===== config.mk =====
export PLATFORM = sky130hd
export DESIGN_NAME = fifo_dma_chan
export DESIGN_NICKNAME = d
export VERILOG_FILES = /design/src/rtl/dmac_pkg.sv /design/src/rtl/dmac_lanes.sv /design/src/rtl/dmac_regs.sv /design/src/rtl/dmac_seq.sv /design/src/rtl/fifo_dma_chan.sv
export SDC_FILE = /design/constraint.sdc
export NUM_CORES = 1
export LEC_CHECK = 0
export BUFFER_PORTS_ARGS = -buffer_cell sky130_fd_sc_hd__buf_2
export CORE_AREA = 2 2 455 457
export CTS_CLUSTER_DIAMETER = 200
export DETAILED_ROUTE_END_ITERATION = 10
export DIE_AREA = 0 0 457 459
export GPL_TIMING_DRIVEN = 0
export PLACE_DENSITY = 0.3
export RECOVER_POWER = 50
export SLEW_MARGIN = 10
export SYNTH_ARGS = -nofsm -noshare
export SYNTH_HDL_FRONTEND = slang
export SYNTH_SLANG_ARGS = --single-unit
export TNS_END_PERCENT = 10

===== constraint.sdc =====
create_clock -name clk_i -period 3.23 [get_ports clk_i]
set_input_delay 0.323 -clock clk_i [delete_from_list [all_inputs] [get_ports clk_i]]
set_output_delay 0.323 -clock clk_i [all_outputs]
set_load 0.05 [all_outputs]

===== src/rtl/dmac_pkg.sv =====
package dmac_pkg;
  localparam int REG_W = 32;

  localparam logic [4:0] OFF_SRC  = 5'h00;
  localparam logic [4:0] OFF_DST  = 5'h04;
  localparam logic [4:0] OFF_CNT  = 5'h08;
  localparam logic [4:0] OFF_CTL  = 5'h14;
  localparam logic [4:0] OFF_MASK = 5'h18;

  localparam int B_EN    = 0;
  localparam int B_END   = 1;
  localparam int B_STOP  = 2;
  localparam int B_DIR   = 3;
  localparam int B_IE    = 5;
  localparam int B_SZ    = 6;
  localparam int B_NULL  = 12;
  localparam int B_NULLE = 16;
  localparam int B_FORCE = 24;

  typedef enum logic [1:0] {
    ST_IDLE,
    ST_MEM,
    ST_PUSH
  } seq_st_e;
endpackage


===== src/rtl/dmac_lanes.sv =====
module dmac_lanes #(
  parameter int ADDR_W     = 32,
  parameter int DATA_BYTES = 32
) (
  input  logic [1:0]            size_i,
  input  logic                  last_i,
  input  logic [DATA_BYTES-1:0] tend_i,
  output logic [DATA_BYTES-1:0] be_o,
  output logic [ADDR_W-1:0]     step_o
);
  logic [7:0] beat;

  always_comb begin
    unique case (size_i)
      2'b00:   beat = 8'd8;
      2'b01:   beat = 8'd16;
      default: beat = 8'd32;
    endcase
    if (int'(beat) > DATA_BYTES) beat = 8'(DATA_BYTES);
  end

  assign step_o = ADDR_W'(beat);

  // final mask: MSB marks byte 0
  for (genvar i = 0; i < DATA_BYTES; i++) begin : g_lane
    assign be_o[i] = (i < int'(beat)) && (!last_i || tend_i[DATA_BYTES-1-i]);
  end
endmodule


===== src/rtl/dmac_regs.sv =====
module dmac_regs
  import dmac_pkg::*;
#(
  parameter int ADDR_W     = 32,
  parameter int DATA_BYTES = 32,
  parameter int CNT_W      = 24
) (
  input  logic                  clk_i,
  input  logic                  rst_ni,
  input  logic                  we_i,
  input  logic [4:0]            addr_i,
  input  logic [REG_W-1:0]      wdata_i,
  output logic [REG_W-1:0]      rdata_o,
  input  logic                  adv_i,
  input  logic [ADDR_W-1:0]     step_i,
  input  logic                  dec_i,
  input  logic                  set_te_i,
  input  logic                  set_sp_i,
  input  logic                  set_null_i,
  input  logic                  err_i,
  input  logic                  fte_ack_i,
  output logic                  de_o,
  output logic                  te_o,
  output logic                  dir_o,
  output logic [1:0]            size_o,
  output logic                  fte_pend_o,
  output logic [CNT_W-1:0]      cnt_o,
  output logic [ADDR_W-1:0]     sar_o,
  output logic [ADDR_W-1:0]     dar_o,
  output logic [DATA_BYTES-1:0] tend_o,
  output logic                  irq_o,
  output logic                  addr_err_o
);
  logic [ADDR_W-1:0]     sar_q, dar_q;
  logic [CNT_W-1:0]      cnt_q;
  logic [DATA_BYTES-1:0] tend_q;
  logic de_q, te_q, sp_q, dir_q, ie_q, null_q, nulle_q, fte_q, aerr_q;
  logic [1:0] size_q;
  logic wr_sar, wr_dar, wr_cnt, wr_ctl, wr_mask;
  logic [REG_W-1:0] ctl_rd;

  assign wr_sar  = we_i && (addr_i == OFF_SRC);
  assign wr_dar  = we_i && (addr_i == OFF_DST);
  assign wr_cnt  = we_i && (addr_i == OFF_CNT);
  assign wr_ctl  = we_i && (addr_i == OFF_CTL);
  assign wr_mask = we_i && (addr_i == OFF_MASK);

  always_ff @(posedge clk_i or negedge rst_ni) begin
    if (!rst_ni) begin
      sar_q  <= '0;
      dar_q  <= '0;
      cnt_q  <= '0;
      tend_q <= '0;
    end else begin
      if (wr_sar) sar_q <= ADDR_W'(wdata_i);
      else if (adv_i && dir_q) sar_q <= sar_q + step_i;
      if (wr_dar) dar_q <= ADDR_W'(wdata_i);
      else if (adv_i && !dir_q) dar_q <= dar_q + step_i;
      if (wr_cnt) cnt_q <= wdata_i[CNT_W-1:0];
      else if (dec_i) cnt_q <= cnt_q - 1'b1;
      if (wr_mask) tend_q <= wdata_i[DATA_BYTES-1:0];
    end
  end

  always_ff @(posedge clk_i or negedge rst_ni) begin
    if (!rst_ni) begin
      de_q    <= 1'b0;
      te_q    <= 1'b0;
      sp_q    <= 1'b0;
      dir_q   <= 1'b0;
      ie_q    <= 1'b0;
      size_q  <= 2'b00;
      null_q  <= 1'b0;
      nulle_q <= 1'b0;
      fte_q   <= 1'b0;
      aerr_q  <= 1'b0;
    end else begin
      if (err_i) de_q <= 1'b0;
      else if (wr_ctl) de_q <= wdata_i[B_EN];
      if (wr_ctl) begin
        dir_q   <= wdata_i[B_DIR];
        ie_q    <= wdata_i[B_IE];
        size_q  <= wdata_i[B_SZ+:2];
        nulle_q <= wdata_i[B_NULLE];
      end
      // flags: hardware set beats a software clear
      if (set_te_i) te_q <= 1'b1;
      else if (wr_ctl) te_q <= te_q & wdata_i[B_END];
      if (set_sp_i) sp_q <= 1'b1;
      else if (wr_ctl) sp_q <= sp_q & wdata_i[B_STOP];
      if (set_null_i) null_q <= 1'b1;
      else if (wr_ctl) null_q <= null_q & wdata_i[B_NULL];
      if (fte_ack_i) fte_q <= 1'b0;
      else if (wr_ctl) fte_q <= wdata_i[B_FORCE];
      if (err_i) aerr_q <= 1'b1;
      else if (wr_ctl && wdata_i[B_EN]) aerr_q <= 1'b0;
    end
  end

  always_comb begin
    ctl_rd             = '0;
    ctl_rd[B_EN]       = de_q;
    ctl_rd[B_END]      = te_q;
    ctl_rd[B_STOP]     = sp_q;
    ctl_rd[B_DIR]      = dir_q;
    ctl_rd[B_IE]       = ie_q;
    ctl_rd[B_SZ+:2]    = size_q;
    ctl_rd[B_NULL]     = null_q;
    ctl_rd[B_NULLE]    = nulle_q;
    ctl_rd[B_FORCE]    = fte_q;
  end

  always_comb begin
    unique case (addr_i)
      OFF_SRC:  rdata_o = REG_W'(sar_q);
      OFF_DST:  rdata_o = REG_W'(dar_q);
      OFF_CNT:  rdata_o = REG_W'(cnt_q);
      OFF_CTL:  rdata_o = ctl_rd;
      OFF_MASK: rdata_o = REG_W'(tend_q);
      default:  rdata_o = '0;
    endcase
  end

  assign irq_o      = (ie_q && (te_q || sp_q)) || (nulle_q && null_q);
  assign de_o       = de_q;
  assign te_o       = te_q;
  assign dir_o      = dir_q;
  assign size_o     = size_q;
  assign fte_pend_o = fte_q;
  assign cnt_o      = cnt_q;
  assign sar_o      = sar_q;
  assign dar_o      = dar_q;
  assign tend_o     = tend_q;
  assign addr_err_o = aerr_q;

  AST_ERR_KEEPS_COUNT: assert property (@(posedge clk_i) disable iff (!rst_ni)
    (err_i && !wr_cnt) |=> (cnt_q == $past(cnt_q))) else $error("count moved on error");
endmodule


===== src/rtl/dmac_seq.sv =====
module dmac_seq
  import dmac_pkg::*;
#(
  parameter int DATA_BYTES = 32
) (
  input  logic                    clk_i,
  input  logic                    rst_ni,
  input  logic                    de_i,
  input  logic                    te_i,
  input  logic                    dir_i,
  input  logic                    glob_en_i,
  input  logic                    fte_pend_i,
  input  logic                    cnt_zero_i,
  input  logic                    cnt_one_i,
  input  logic                    mem_ack_i,
  input  logic                    mem_err_i,
  input  logic [DATA_BYTES*8-1:0] mem_rdata_i,
  input  logic                    fifo_in_valid_i,
  input  logic [DATA_BYTES*8-1:0] fifo_in_data_i,
  input  logic                    fifo_null_i,
  input  logic                    fifo_out_ready_i,
  output logic                    mem_req_o,
  output logic                    mem_we_o,
  output logic [DATA_BYTES*8-1:0] mem_wdata_o,
  output logic                    fifo_in_ready_o,
  output logic                    fifo_out_valid_o,
  output logic [DATA_BYTES*8-1:0] fifo_out_data_o,
  output logic                    adv_o,
  output logic                    dec_o,
  output logic                    set_te_o,
  output logic                    set_sp_o,
  output logic                    set_null_o,
  output logic                    err_o,
  output logic                    fte_ack_o
);
  seq_st_e st_q, st_d;
  logic [DATA_BYTES*8-1:0] buf_q;
  logic run;

  assign run = de_i && !te_i;

  always_comb begin
    st_d             = st_q;
    mem_req_o        = 1'b0;
    fifo_in_ready_o  = 1'b0;
    fifo_out_valid_o = 1'b0;
    adv_o            = 1'b0;
    dec_o            = 1'b0;
    set_te_o         = 1'b0;
    set_sp_o         = 1'b0;
    set_null_o       = 1'b0;
    err_o            = 1'b0;
    fte_ack_o        = 1'b0;
    unique case (st_q)
      ST_IDLE: begin
        if (run) begin
          if (fte_pend_i) begin
            fte_ack_o = 1'b1;
            set_te_o  = 1'b1;
            set_sp_o  = 1'b1;
          end else if (cnt_zero_i) begin
            set_te_o = 1'b1;
          end else if (glob_en_i) begin
            if (!dir_i) begin
              fifo_in_ready_o = 1'b1;
              if (fifo_in_valid_i) st_d = ST_MEM;
              else if (fifo_null_i) set_null_o = 1'b1;
            end else begin
              st_d = ST_MEM;
            end
          end
        end
      end
      ST_MEM: begin
        if (!run) begin
          st_d = ST_IDLE;
        end else begin
          mem_req_o = glob_en_i;
          if (glob_en_i && mem_ack_i) begin
            if (mem_err_i) begin
              err_o = 1'b1;
              st_d  = ST_IDLE;
            end else begin
              adv_o = 1'b1;
              if (!dir_i) begin
                dec_o    = 1'b1;
                set_te_o = cnt_one_i;
                st_d     = ST_IDLE;
              end else begin
                st_d = ST_PUSH;
              end
            end
          end
        end
      end
      ST_PUSH: begin
        if (!run) begin
          st_d = ST_IDLE;
        end else begin
          fifo_out_valid_o = 1'b1;
          if (fifo_out_ready_i) begin
            dec_o    = 1'b1;
            set_te_o = cnt_one_i;
            st_d     = ST_IDLE;
          end
        end
      end
      default: st_d = ST_IDLE;
    endcase
  end

  always_ff @(posedge clk_i or negedge rst_ni) begin
    if (!rst_ni) begin
      st_q  <= ST_IDLE;
      buf_q <= '0;
    end else begin
      st_q <= st_d;
      if (fifo_in_ready_o && fifo_in_valid_i) buf_q <= fifo_in_data_i;
      else if (adv_o && dir_i) buf_q <= mem_rdata_i;
    end
  end

  assign mem_we_o        = !dir_i;
  assign mem_wdata_o     = buf_q;
  assign fifo_out_data_o = buf_q;

  AST_ONE_BEAT_PER_ACK: assert property (@(posedge clk_i) disable iff (!rst_ni)
    (mem_req_o && mem_ack_i) |=> !mem_req_o) else $error("back-to-back beat");
  AST_OUT_HOLD: assert property (@(posedge clk_i) disable iff (!rst_ni)
    (fifo_out_valid_o && !fifo_out_ready_i && de_i) |=>
      (!de_i || (fifo_out_valid_o && $stable(fifo_out_data_o)))) else $error("fifo word dropped");
endmodule


===== src/rtl/fifo_dma_chan.sv =====
module fifo_dma_chan
  import dmac_pkg::*;
#(
  parameter int ADDR_W     = 32,
  parameter int DATA_BYTES = 32,
  parameter int CNT_W      = 24
) (
  input  logic                    clk_i,
  input  logic                    rst_ni,
  input  logic                    glob_en_i,
  input  logic                    reg_we_i,
  input  logic [4:0]              reg_addr_i,
  input  logic [31:0]             reg_wdata_i,
  output logic [31:0]             reg_rdata_o,
  output logic                    mem_req_o,
  output logic                    mem_we_o,
  output logic [ADDR_W-1:0]       mem_addr_o,
  output logic [DATA_BYTES-1:0]   mem_be_o,
  output logic [DATA_BYTES*8-1:0] mem_wdata_o,
  input  logic                    mem_ack_i,
  input  logic                    mem_err_i,
  input  logic [DATA_BYTES*8-1:0] mem_rdata_i,
  input  logic                    fifo_in_valid_i,
  input  logic [DATA_BYTES*8-1:0] fifo_in_data_i,
  output logic                    fifo_in_ready_o,
  input  logic                    fifo_null_i,
  output logic                    fifo_out_valid_o,
  output logic [DATA_BYTES*8-1:0] fifo_out_data_o,
  input  logic                    fifo_out_ready_i,
  output logic                    irq_o,
  output logic                    addr_err_o
);
  logic de, te, dir, fte_pend;
  logic [1:0] size;
  logic [CNT_W-1:0] cnt;
  logic [ADDR_W-1:0] sar, dar, step;
  logic [DATA_BYTES-1:0] tend;
  logic adv, dec, set_te, set_sp, set_null, err, fte_ack;
  logic last;

  assign last = (cnt == CNT_W'(1));

  dmac_regs #(.ADDR_W(ADDR_W), .DATA_BYTES(DATA_BYTES), .CNT_W(CNT_W)) u_regs (
    .clk_i, .rst_ni,
    .we_i(reg_we_i), .addr_i(reg_addr_i), .wdata_i(reg_wdata_i), .rdata_o(reg_rdata_o),
    .adv_i(adv), .step_i(step), .dec_i(dec), .set_te_i(set_te), .set_sp_i(set_sp),
    .set_null_i(set_null), .err_i(err), .fte_ack_i(fte_ack),
    .de_o(de), .te_o(te), .dir_o(dir), .size_o(size), .fte_pend_o(fte_pend),
    .cnt_o(cnt), .sar_o(sar), .dar_o(dar), .tend_o(tend),
    .irq_o(irq_o), .addr_err_o(addr_err_o)
  );

  dmac_lanes #(.ADDR_W(ADDR_W), .DATA_BYTES(DATA_BYTES)) u_lanes (
    .size_i(size), .last_i(last), .tend_i(tend), .be_o(mem_be_o), .step_o(step)
  );

  dmac_seq #(.DATA_BYTES(DATA_BYTES)) u_seq (
    .clk_i, .rst_ni,
    .de_i(de), .te_i(te), .dir_i(dir), .glob_en_i(glob_en_i), .fte_pend_i(fte_pend),
    .cnt_zero_i(cnt == '0), .cnt_one_i(last),
    .mem_ack_i(mem_ack_i), .mem_err_i(mem_err_i), .mem_rdata_i(mem_rdata_i),
    .fifo_in_valid_i(fifo_in_valid_i), .fifo_in_data_i(fifo_in_data_i),
    .fifo_null_i(fifo_null_i), .fifo_out_ready_i(fifo_out_ready_i),
    .mem_req_o(mem_req_o), .mem_we_o(mem_we_o), .mem_wdata_o(mem_wdata_o),
    .fifo_in_ready_o(fifo_in_ready_o), .fifo_out_valid_o(fifo_out_valid_o),
    .fifo_out_data_o(fifo_out_data_o),
    .adv_o(adv), .dec_o(dec), .set_te_o(set_te), .set_sp_o(set_sp),
    .set_null_o(set_null), .err_o(err), .fte_ack_o(fte_ack)
  );

  assign mem_addr_o = dir ? sar : dar;

  AST_END_NO_REQ: assert property (@(posedge clk_i) disable iff (!rst_ni)
    te |-> !mem_req_o) else $error("request after end");
  AST_ERR_HALTS: assert property (@(posedge clk_i) disable iff (!rst_ni)
    (mem_req_o && mem_ack_i && mem_err_i && !(reg_we_i && reg_addr_i == OFF_CTL))
      |=> (!de && addr_err_o)) else $error("error did not halt");
endmodule


==> metrics.sh, run 1 <==
POSTROUTEANTENNANETS=0
FIRST_ITER_VIOLATIONS=1521
DRT_WL_TOTAL_UM=177000
FP.DIEAREA_MM2=0.210
CP-END-KIND='output pin'
RSZ0062_AT_GRT='yes'
CP_DATA_ARRIVAL_TIME_PS=3000
CTSLONGESTPATHBUFFERS=3
SETUP-VIOLATIONS-FINAL=30
DRC=0
PLACED_AREA_MM2=0.0316
ASYNC_FLOP_SHARE=1.00
HOLD_STARTPOINT='mem_rdata_i[5]'
NUMBER_OF_ENABLE_TYPE_REGISTER_CELLS_IN_THE_SYNTHESIZED_NETLIST=0
SYN_NETS=2912
FILLERINSTANCES=23400
REPORT.FINAL.HOLD_VIOL_COUNT=0
SYNTH_AREA_MM2=0.0222
IOS=1172
GRT_ANTENNA_BEFORE_REPAIR=46
MIN_PERIOD_OVER_PERIOD=1.03
WORST_R2R_STARTPOINT='u_regs.de_o$_DFFE_PN0P_'
STATUS='complete, but fails checks'
POST-LAYOUT-TOTAL-POWER_W=0.0384
WORST-PATH-MAX-FANOUT=10
FINAL_COMMON_CELL='buf_2'
CTS.ROOT.BUFFER_CELL='clkbuf_16'
POWER_DENSITY_mW_PER_MM2=971
GRT_PASS1_WL_UM=233000
SYNTHFLOPTYPE='dfrtp_1'
FINAL_CELL_MIX='902 x buf_2, 538 x dlygate4sd3_1, 391 x nand2_1'
ROUTED_WIRE_LENGTH_PER_INSTANCE_UM=25.6
DP_HPWL_UM=146000
VDD_IR_DROP_MAX_V=0.000697
DESIGN_AREA_MM2=0.0395
DIEHEIGHT_UM=459
R2R.WORST_PATH.CELLS=10
SHARE_COMB_OF_TOTAL_POWER=0.573
FIRST_PASS_ITERS=5
GRT_PASS1_VIAS=26000
WORST_SETUP_HOLD_PATH_CLK_SLEW_PS=60
SYNTH-SEQ-AREA-SHARE=0.439
WORST_HOLD_SLACK_PS=50.3
VIOLATED_CHECKS='max-capacitance violations, max-slew violations, negative setup slack'
WORST-SLEW-PIN-TRANSITION_PS=2570
SYNTHESIS.AREA_PER_INSTANCE_UM2=9.48
MULTIINPUTGATEAREA_MM2=0.00997
CAPTURING_POINT_OF_THE_WORST_REG2REG_PATH='u_seq.fifo_out_data_o[239]$_DFFE_PN0P_'
FINAL_CRITICAL_DELAY_INCLUDING_SETUP_AND_EXTERNAL_DELAYS_PS=3320
GRT_USAGE=0.161
POWER.LEAKAGE_nW=19.1
SEQUENTIAL_CELL_AREA_MM2=0.00974
DIEWIDTH_UM=457
CPMAXSTAGEDELAYCELL='buf_1'
CRITPATHKIND='reg -> out'
NUMPORTBUFFERS=1171
HOLDPATHEND='u_seq.fifo_out_data_o[5]$_DFFE_PN0P_'
REGTOREGSETUPSLACK_PS=40
FIN_SKEW_PS=33.8
SYNTH_SEQ_CELLS=389
CLOCK_SINK_COUNT=389
SWITCHING_POWER_W=0.0220
PIN_COUNT_OF_THE_BIGGEST_NET_ENTERING_GLOBAL_ROUTING=85
MAX-CAP-VIOLATIONS=1
SLEW_HEADROOM=-0.716
TIMING.CRITICAL_PATH.CELLS='clkbuf_1 -> buf_1 -> mux2_2 -> buf_2'
WORST_SLACK_PS=-89.8
CLK_LATENCY_PS=710
GRT_OVERFLOW_TOTAL=0
TRITONCTS_CLOCK_TREE='done'
RELATIVE_CONTRIBUTION_OF_THE_CLOCK_NETWORK_TO_TOTAL_POWER=0.182
START_UTIL=0.108
NUMBER_OF_MAX_SLEW_VIOLATIONS_IN_THE_FINAL_REPORT=43
SYNTH-WARNING-COUNT=0
WORSTSETUPSTARTPOINTTYPE='flop'
SEQUENTIALPOWERSHARE=0.245
ROWS=167
SWSHARE=0.574
CPPEAKSTAGEDELAY_PS=780
ROUTE.VIAS.TOTAL=25600
CRITPATHREQUIREDTIME_PS=2910
HOLD_PATH_CLASS='in -> reg'
REPLACE_CONGESTION=0.889
MIN_PATH_CELLS=3
COREAREA_MM2=0.206
YOSYSUNIQUECELLTYPES=60
SYN_INST=2339
FINAL_NET_COUNT=4704
LAYOUT-DRIVE-GT1-SHARE=0.360
FLOW.AREA_GROWTH_FROM_SYNTHESIS_PCT=78.2
CELL_INTERNAL_PWR_W=0.0163
H_TREE_DEPTH=2
MAXIMUM_CLOCK_FREQUENCY_MHz=301
VIASPERCELL=3.71
CTS_BUFFERS=57
worst max-delay path, delay by kind of cell (launching register included):
kind | cells | cell delay [ps]
multiplexers | 1 | 500
buffers and inverters | 3 | 1420
flip-flops | 1 | 370
kinds of logic after synthesis:
group	after synthesis	share of synthesized area
and+or+nand+nor	643	0.132
AOI/OAI and AO/OA	470	0.117
buffers and inverters	425	0.123
DFF	389	0.439
muxes	331	0.153
xor gates and xnor gates	66	0.0261
adders and majority gates	15	0.00914
power by group through the flow:
| stage | logic, W | registers (W) | clock network (W) |
|---|---|---|---|
| after floorplan | 0.0106 | 0.0129 | 0 |
| after global placement | 0.0215 | 0.00939 | 0 |
| after detailed placement | 0.0216 | 0.00938 | 0 |
| after CTS | 0.0224 | 0.00933 | 0.00728 |
| after global routing | 0.0228 | 0.00958 | 0.00744 |
| final | 0.0220 | 0.00941 | 0.00699 |
per-layer routing:
| metal | up-vias | global-route usage | wire length, um |
|---|---|---|---|
| met4 | 18 | 0.0514 | 5800 |
| met3 | 183 | 0.0449 | 14100 |
| met5 | - | 0.0110 | 438 |
| met1 | 12700 | 0.209 | 75900 |
| met2 | 1140 | 0.256 | 80200 |
| li1 | 11500 | - | - |
registers in the layout (all words and copies together) (netlist names), 2 cells and up:
signal,cells
u_seq.st_q,2
u_regs.size_o,2
u_regs.cnt_o,24
u_seq.fifo_out_data_o,256
u_regs.dar_o,32
u_regs.sar_o,32
u_regs.tend_o,32
cells in the mapped netlist (13+ instances only):
library cell  count  share of area
buf_4           256          0.087
nor2_1           62          0.010
nor3_1           33         0.0074
xnor2_1          60          0.024
mux2_2           69          0.035
inv_1            18         0.0030
buf_6            21          0.011
nand4_1          17         0.0048
o21ai_0         178          0.040
nand3_1          22         0.0050
or3_1            13         0.0037
nand2_1         396          0.067
buf_1            27         0.0046
clkbuf_1         91          0.015
dfrtp_1         389           0.44
a22oi_1          58          0.020
ha_1             13         0.0073
mux2i_1         261           0.12
nor4_1           24         0.0068
o21ai_1         180          0.041
layout make-up:
class,instances,share of cell area
timing repair buffer,1737,0.291
buffer,403,0.0702
antenna,12,0.000760
tap,2704,0.0856
inverter,18,0.00171
clock buffer,81,0.0424
clock inverter,27,0.00893
sequential,389,0.246
multi-input combinational,1525,0.252
worst max path at each step:
stage,startpoint,endpoint,slack [ps],cells after the start
6_report,u_regs.dir_o$_DFFE_PN0P_,mem_addr_o[9],-90,4
5_1_grt,u_regs.dir_o$_DFFE_PN0P_,reg_rdata_o[3],-220,5
4_1_cts,u_regs.te_o$_DFFE_PN0P_,u_seq.fifo_out_data_o[128]$_DFFE_PN0P_,-240,7
3_5_place_dp,u_regs.de_o$_DFFE_PN0P_,u_seq.fifo_out_data_o[66]$_DFFE_PN0P_,-850,9
3_3_place_gp,rst_ni,u_seq.st_q[0]$_DFFE_PN0P_,-8350,1
2_1_floorplan,reg_addr_i[1],reg_rdata_o[10],390,5
repair_timing:
action	in CTS	in global routing
gates resized for setup	131	85
pin swaps	5	6
gates cloned	2	1
setup endpoints to repair	370	236
buffers inserted	9	8
hold buffers	537	1
endpoints found under the hold margin	511	1
metrics by stage:
step           instances   TNS, ps   util  setup slack (ps)
2_1_floorplan       2339         0      -               395
3_3_place_gp        6214  -3654660  0.153             -8350
3_5_place_dp        6222    -95990  0.154              -854
4_1_cts             6875    -12310  0.192              -238
5_1_grt             6889    -25740  0.192              -219
6_report            6896      -809  0.192             -89.8
No activity file was read; power rests on OpenSTA's default activity.
==> run 2, diff against run 1 <==
--- a/config.mk
+++ b/config.mk
@@ -5,16 +5,18 @@
 export SDC_FILE = /design/constraint.sdc
 export NUM_CORES = 1
 export LEC_CHECK = 0
+export ABC_AREA = 1
 export BUFFER_PORTS_ARGS = -buffer_cell sky130_fd_sc_hd__buf_2
 export CORE_AREA = 2 2 455 457
 export CTS_CLUSTER_DIAMETER = 200
 export DETAILED_ROUTE_END_ITERATION = 10
 export DIE_AREA = 0 0 457 459
 export GPL_TIMING_DRIVEN = 0
-export PLACE_DENSITY = 0.3
+export PLACE_DENSITY = 0.31
 export RECOVER_POWER = 50
 export SLEW_MARGIN = 10
 export SYNTH_ARGS = -nofsm -noshare
 export SYNTH_HDL_FRONTEND = slang
+export SYNTH_HIERARCHICAL = 1
 export SYNTH_SLANG_ARGS = --single-unit
 export TNS_END_PERCENT = 10
==> run 2 against run 1 <==
Compared with the run above:
- the flow now finishes without violations
- sequential share of layout area down 3.4 points
- utilization grew 3.1 points
- via count up 43%
- synthesized cell count rose by 92%
- clock skew grew 37 ps
- wire length grew 32%
- first-iteration DRC count rose by 80%
- register-to-register slack gained 150 ps
==> metrics.sh, run 2 <==
WORST-PATH-MAX-FANOUT=10  # unchanged
TRITONCTS_CLOCK_TREE='done'
ASYNC_FLOP_SHARE=1.00  # unchanged
POSTROUTEANTENNANETS=0  # unchanged
GRT_OVERFLOW_TOTAL=0  # unchanged
POST-SYNTH-TOP-COUNT-CELL='nand2_1'
MAX_REG_FLOPS=256  # unchanged
DIEWIDTH_UM=457  # unchanged
DRT_WL_TOTAL_UM=234000  # +32%
CTSLONGESTPATHBUFFERS=3  # unchanged
CP_DATA_ARRIVAL_TIME_PS=2820  # -180 ps
VDD_IR_DROP_MAX_V=0.000480  # -31%
WORST_SLACK_PS=89.2  # +179 ps
YOSYSUNIQUECELLTYPES=46  # -23%
CLK_LATENCY_PS=730  # +20 ps
YOSYSTOPAREACELL='dfrtp_1'
FINAL_COMMON_CELL='nand2_1'
WORST_SETUP_HOLD_PATH_CLK_SLEW_PS=50  # about the same
FIN_SKEW_PS=70.8  # +37.0 ps
MAX-CAP-VIOLATIONS=0  # -1
FIRST_ITER_VIOLATIONS=2732  # +80%
SWITCHING_POWER_W=0.0139  # -37%
CP-END-KIND='output pin'
HOLD_PATH_CLASS='in -> reg'
PLACE_INST=8406  # +35%
SETUP-VIOLATIONS-FINAL=0  # -100%
DRC=0  # unchanged
FINAL_CRITICAL_DELAY_INCLUDING_SETUP_AND_EXTERNAL_DELAYS_PS=3140  # -179 ps
CRITPATHREQUIREDTIME_PS=2910  # about the same
GRT_PASS1_WL_UM=310000  # +33%
SHARE_COMB_OF_TOTAL_POWER=0.497  # -0.076
ROWS=167  # unchanged
LAYOUT-DRIVE-GT1-SHARE=0.227  # -0.133
POWER.LEAKAGE_nW=25.9  # +35%
STATUS='finished clean'
CTS_BUFFERS=58  # +1.8%
SEQUENTIAL_CELL_AREA_MM2=0.00974  # about the same
NUMBER_OF_MAX_SLEW_VIOLATIONS_IN_THE_FINAL_REPORT=0  # -100%
ROUTE.VIAS.TOTAL=36700  # +43%
CTS.ROOT.BUFFER_CELL='clkbuf_16'
SWSHARE=0.507  # -0.0674
FILLERINSTANCES=23900  # +2.5%
SYNTHFLOPTYPE='dfrtp_1'
START_UTIL=0.145  # +0.0371
MIN_PERIOD_OVER_PERIOD=0.972  # -0.0554
NUMPORTBUFFERS=1170  # -0.085%
RELATIVE_CONTRIBUTION_OF_THE_CLOCK_NETWORK_TO_TOTAL_POWER=0.252  # +0.070
MULTIINPUTGATEAREA_MM2=0.0137  # +37%
POWER_DENSITY_mW_PER_MM2=599  # -38%
PIN_COUNT_OF_THE_BIGGEST_NET_ENTERING_GLOBAL_ROUTING=85  # unchanged
H_TREE_DEPTH=2  # unchanged
SYNTH.TOP_CELLS.BY_AREA='dfrtp_1 33%, nand2_1 18%, inv_1 11%'
WORST-SLEW-PIN-TRANSITION_PS=1410  # -1170 ps
NUMBER_OF_ENABLE_TYPE_REGISTER_CELLS_IN_THE_SYNTHESIZED_NETLIST=0  # unchanged
RSZ0062_AT_GRT='yes'
DIEHEIGHT_UM=459  # unchanged
CELL_INTERNAL_PWR_W=0.0135  # -17%
GRT_USAGE=0.213  # +0.0521
GRT_PASS1_VIAS=36600  # +41%
VIASPERCELL=4.07  # +9.7%
CLOCK_SINK_COUNT=389  # unchanged
SEQUENTIALPOWERSHARE=0.251  # +0.006
SLEW_HEADROOM=0.0608  # +0.777
MAXIMUM_CLOCK_FREQUENCY_MHz=318  # +5.7%
FIRST_PASS_ITERS=6  # +1
SYNTH_SEQ_CELLS=389  # unchanged
ROUTED_WIRE_LENGTH_PER_INSTANCE_UM=25.9  # +1.4%
FP.DIEAREA_MM2=0.210  # unchanged
SYNTH-WARNING-COUNT=6  # +6
LAYOUT.CELLS.NON_FILLER=9015  # +31%
CRITPATHKIND='in -> out'
DP_HPWL_UM=199000  # +37%
PRECTSSETUPSLACK_PS=-728  # +127 ps
REPORT.FINAL.HOLD_VIOL_COUNT=0  # unchanged
SYNTH-SEQ-AREA-SHARE=0.327  # -0.112
REPLACE_CONGESTION=0.923  # +3.8%
SYNTH_AREA_MM2=0.0298  # +34%
FLOW.AREA_GROWTH_FROM_SYNTHESIS_PCT=53.9
SYNTH_COMMON_CELLS='1,447 x nand2_1, 868 x inv_1, 389 x dfrtp_1'
COREAREA_MM2=0.206  # unchanged
FINAL_NET_COUNT=6878  # +46%
SYN_INST=4500  # +92%
WORSTSETUPSTARTPOINTTYPE='input pin'
IOS=1172  # unchanged
GRT_ANTENNA_BEFORE_REPAIR=36  # -22%
SYNTHESIS.AREA_PER_INSTANCE_UM2=6.62  # -30%
SYNTH.TOP_CELL.AREA_SHARE=0.327  # -0.112
FINAL_CELL_MIX='1,445 x nand2_1, 869 x inv_1, 867 x buf_2'
## run 2: final cells by class
cell class,count,area share
multi-input cells,2760,0.298
plain buffers,497,0.0725
flip-flops and latches,389,0.212
clock inverters,23,0.00720
clock buffers,81,0.0361
inverters,882,0.0722
well taps,2704,0.0738
repair buffers,1662,0.227
diodes,17,0.000928
## run 2: metal layers
| layer | part of all wire | wire (um) | vias up | global-route usage |
|---|---|---|---|---|
| met5 | 0.00032 | 76 | - | 0 |
| met4 | 0.044 | 10200 | 12 | 0.0848 |
| met2 | 0.46 | 107000 | 1393 | 0.345 |
| li1 | - | - | 17200 | - |
| met1 | 0.42 | 97900 | 17800 | 0.262 |
| met3 | 0.082 | 19100 | 265 | 0.0656 |
## run 2: kinds of logic after synthesis
group                      after synthesis  synth area share
other                                    1          0.000126
and+or+nand+nor                       2328             0.339
xor gates and xnor gates                44            0.0129
AOI/OAI and AO/OA                      256            0.0546
DFF                                    389             0.327
muxes                                   33            0.0163
adders and majority gates               70            0.0299
buffers and inverters                 1379             0.220
## run 2: critical path, cell delays in order
cell      delay, ps
buf_2           110
nor2_2          160
nand3_2         150
nor2_4          440
inv_1           340
buf_2           340
o211ai_1        550
buf_2           380
## run 2: path summary, 6_finish.rpt
| kind | startpoint | to | slack, ps | cells past startpoint |
|---|---|---|---|---|
| min in group asynchronous | rst_ni | u_seq/fifo_out_data_o[240]$_DFFE_PN0P_ | 160 | 2 |
| max in group asynchronous | rst_ni | u_seq/fifo_out_data_o[98]$_DFFE_PN0P_ | 390 | 4 |
| worst max register to register | u_regs/cnt_o[21]$_DFFE_PN0P_ | u_seq/fifo_out_data_o[188]$_DFFE_PN0P_ | 190 | 15 |
| worst max-delay path | reg_addr_i[1] | reg_rdata_o[12] | 90 | 8 |
| worst min register to register | u_regs/addr_err_o$_DFFE_PN0P_ | u_regs/addr_err_o$_DFFE_PN0P_ | 480 | 1 |
| worst min-delay path | fifo_in_data_i[6] | u_seq/fifo_out_data_o[6]$_DFFE_PN0P_ | 70 | 5 |
## run 2: power groups by stage
stage | clock [W] | sequential [W] | combinational, W
finish | 0.00692 | 0.00690 | 0.0136
global route | 0.00734 | 0.00700 | 0.0146
CTS | 0.00719 | 0.00691 | 0.0137
detailed placement | 0 | 0.00699 | 0.0130
global placement | 0 | 0.00698 | 0.0130
floorplan | 0 | 0.00780 | 0.00742
## run 2: repair_timing
item                                   CTS  global route
pin swaps                                2             1
gates resized for setup                 46            26
gates cloned                             0             0
hold buffers                           483             0
setup buffers                            4             1
endpoints found under the hold margin  366             0
setup endpoints to repair              292           105
## run 2: stage by stage
stage | utilization | area [um^2] | hold slack [ps] | power [W] | TNS [ps]
after floorplan | - | 29900 | 27.4 | 0.0152 | 0
after global placement | 0.190 | 39100 | 472 | 0.0200 | -3201390
after detailed placement | 0.191 | 39300 | 309 | 0.0200 | -88670
after CTS | 0.225 | 46200 | 0.454 | 0.0278 | 0
after global routing | 0.223 | 45800 | 14.7 | 0.0290 | -51.9
final | 0.223 | 45900 | 75.0 | 0.0275 | 0
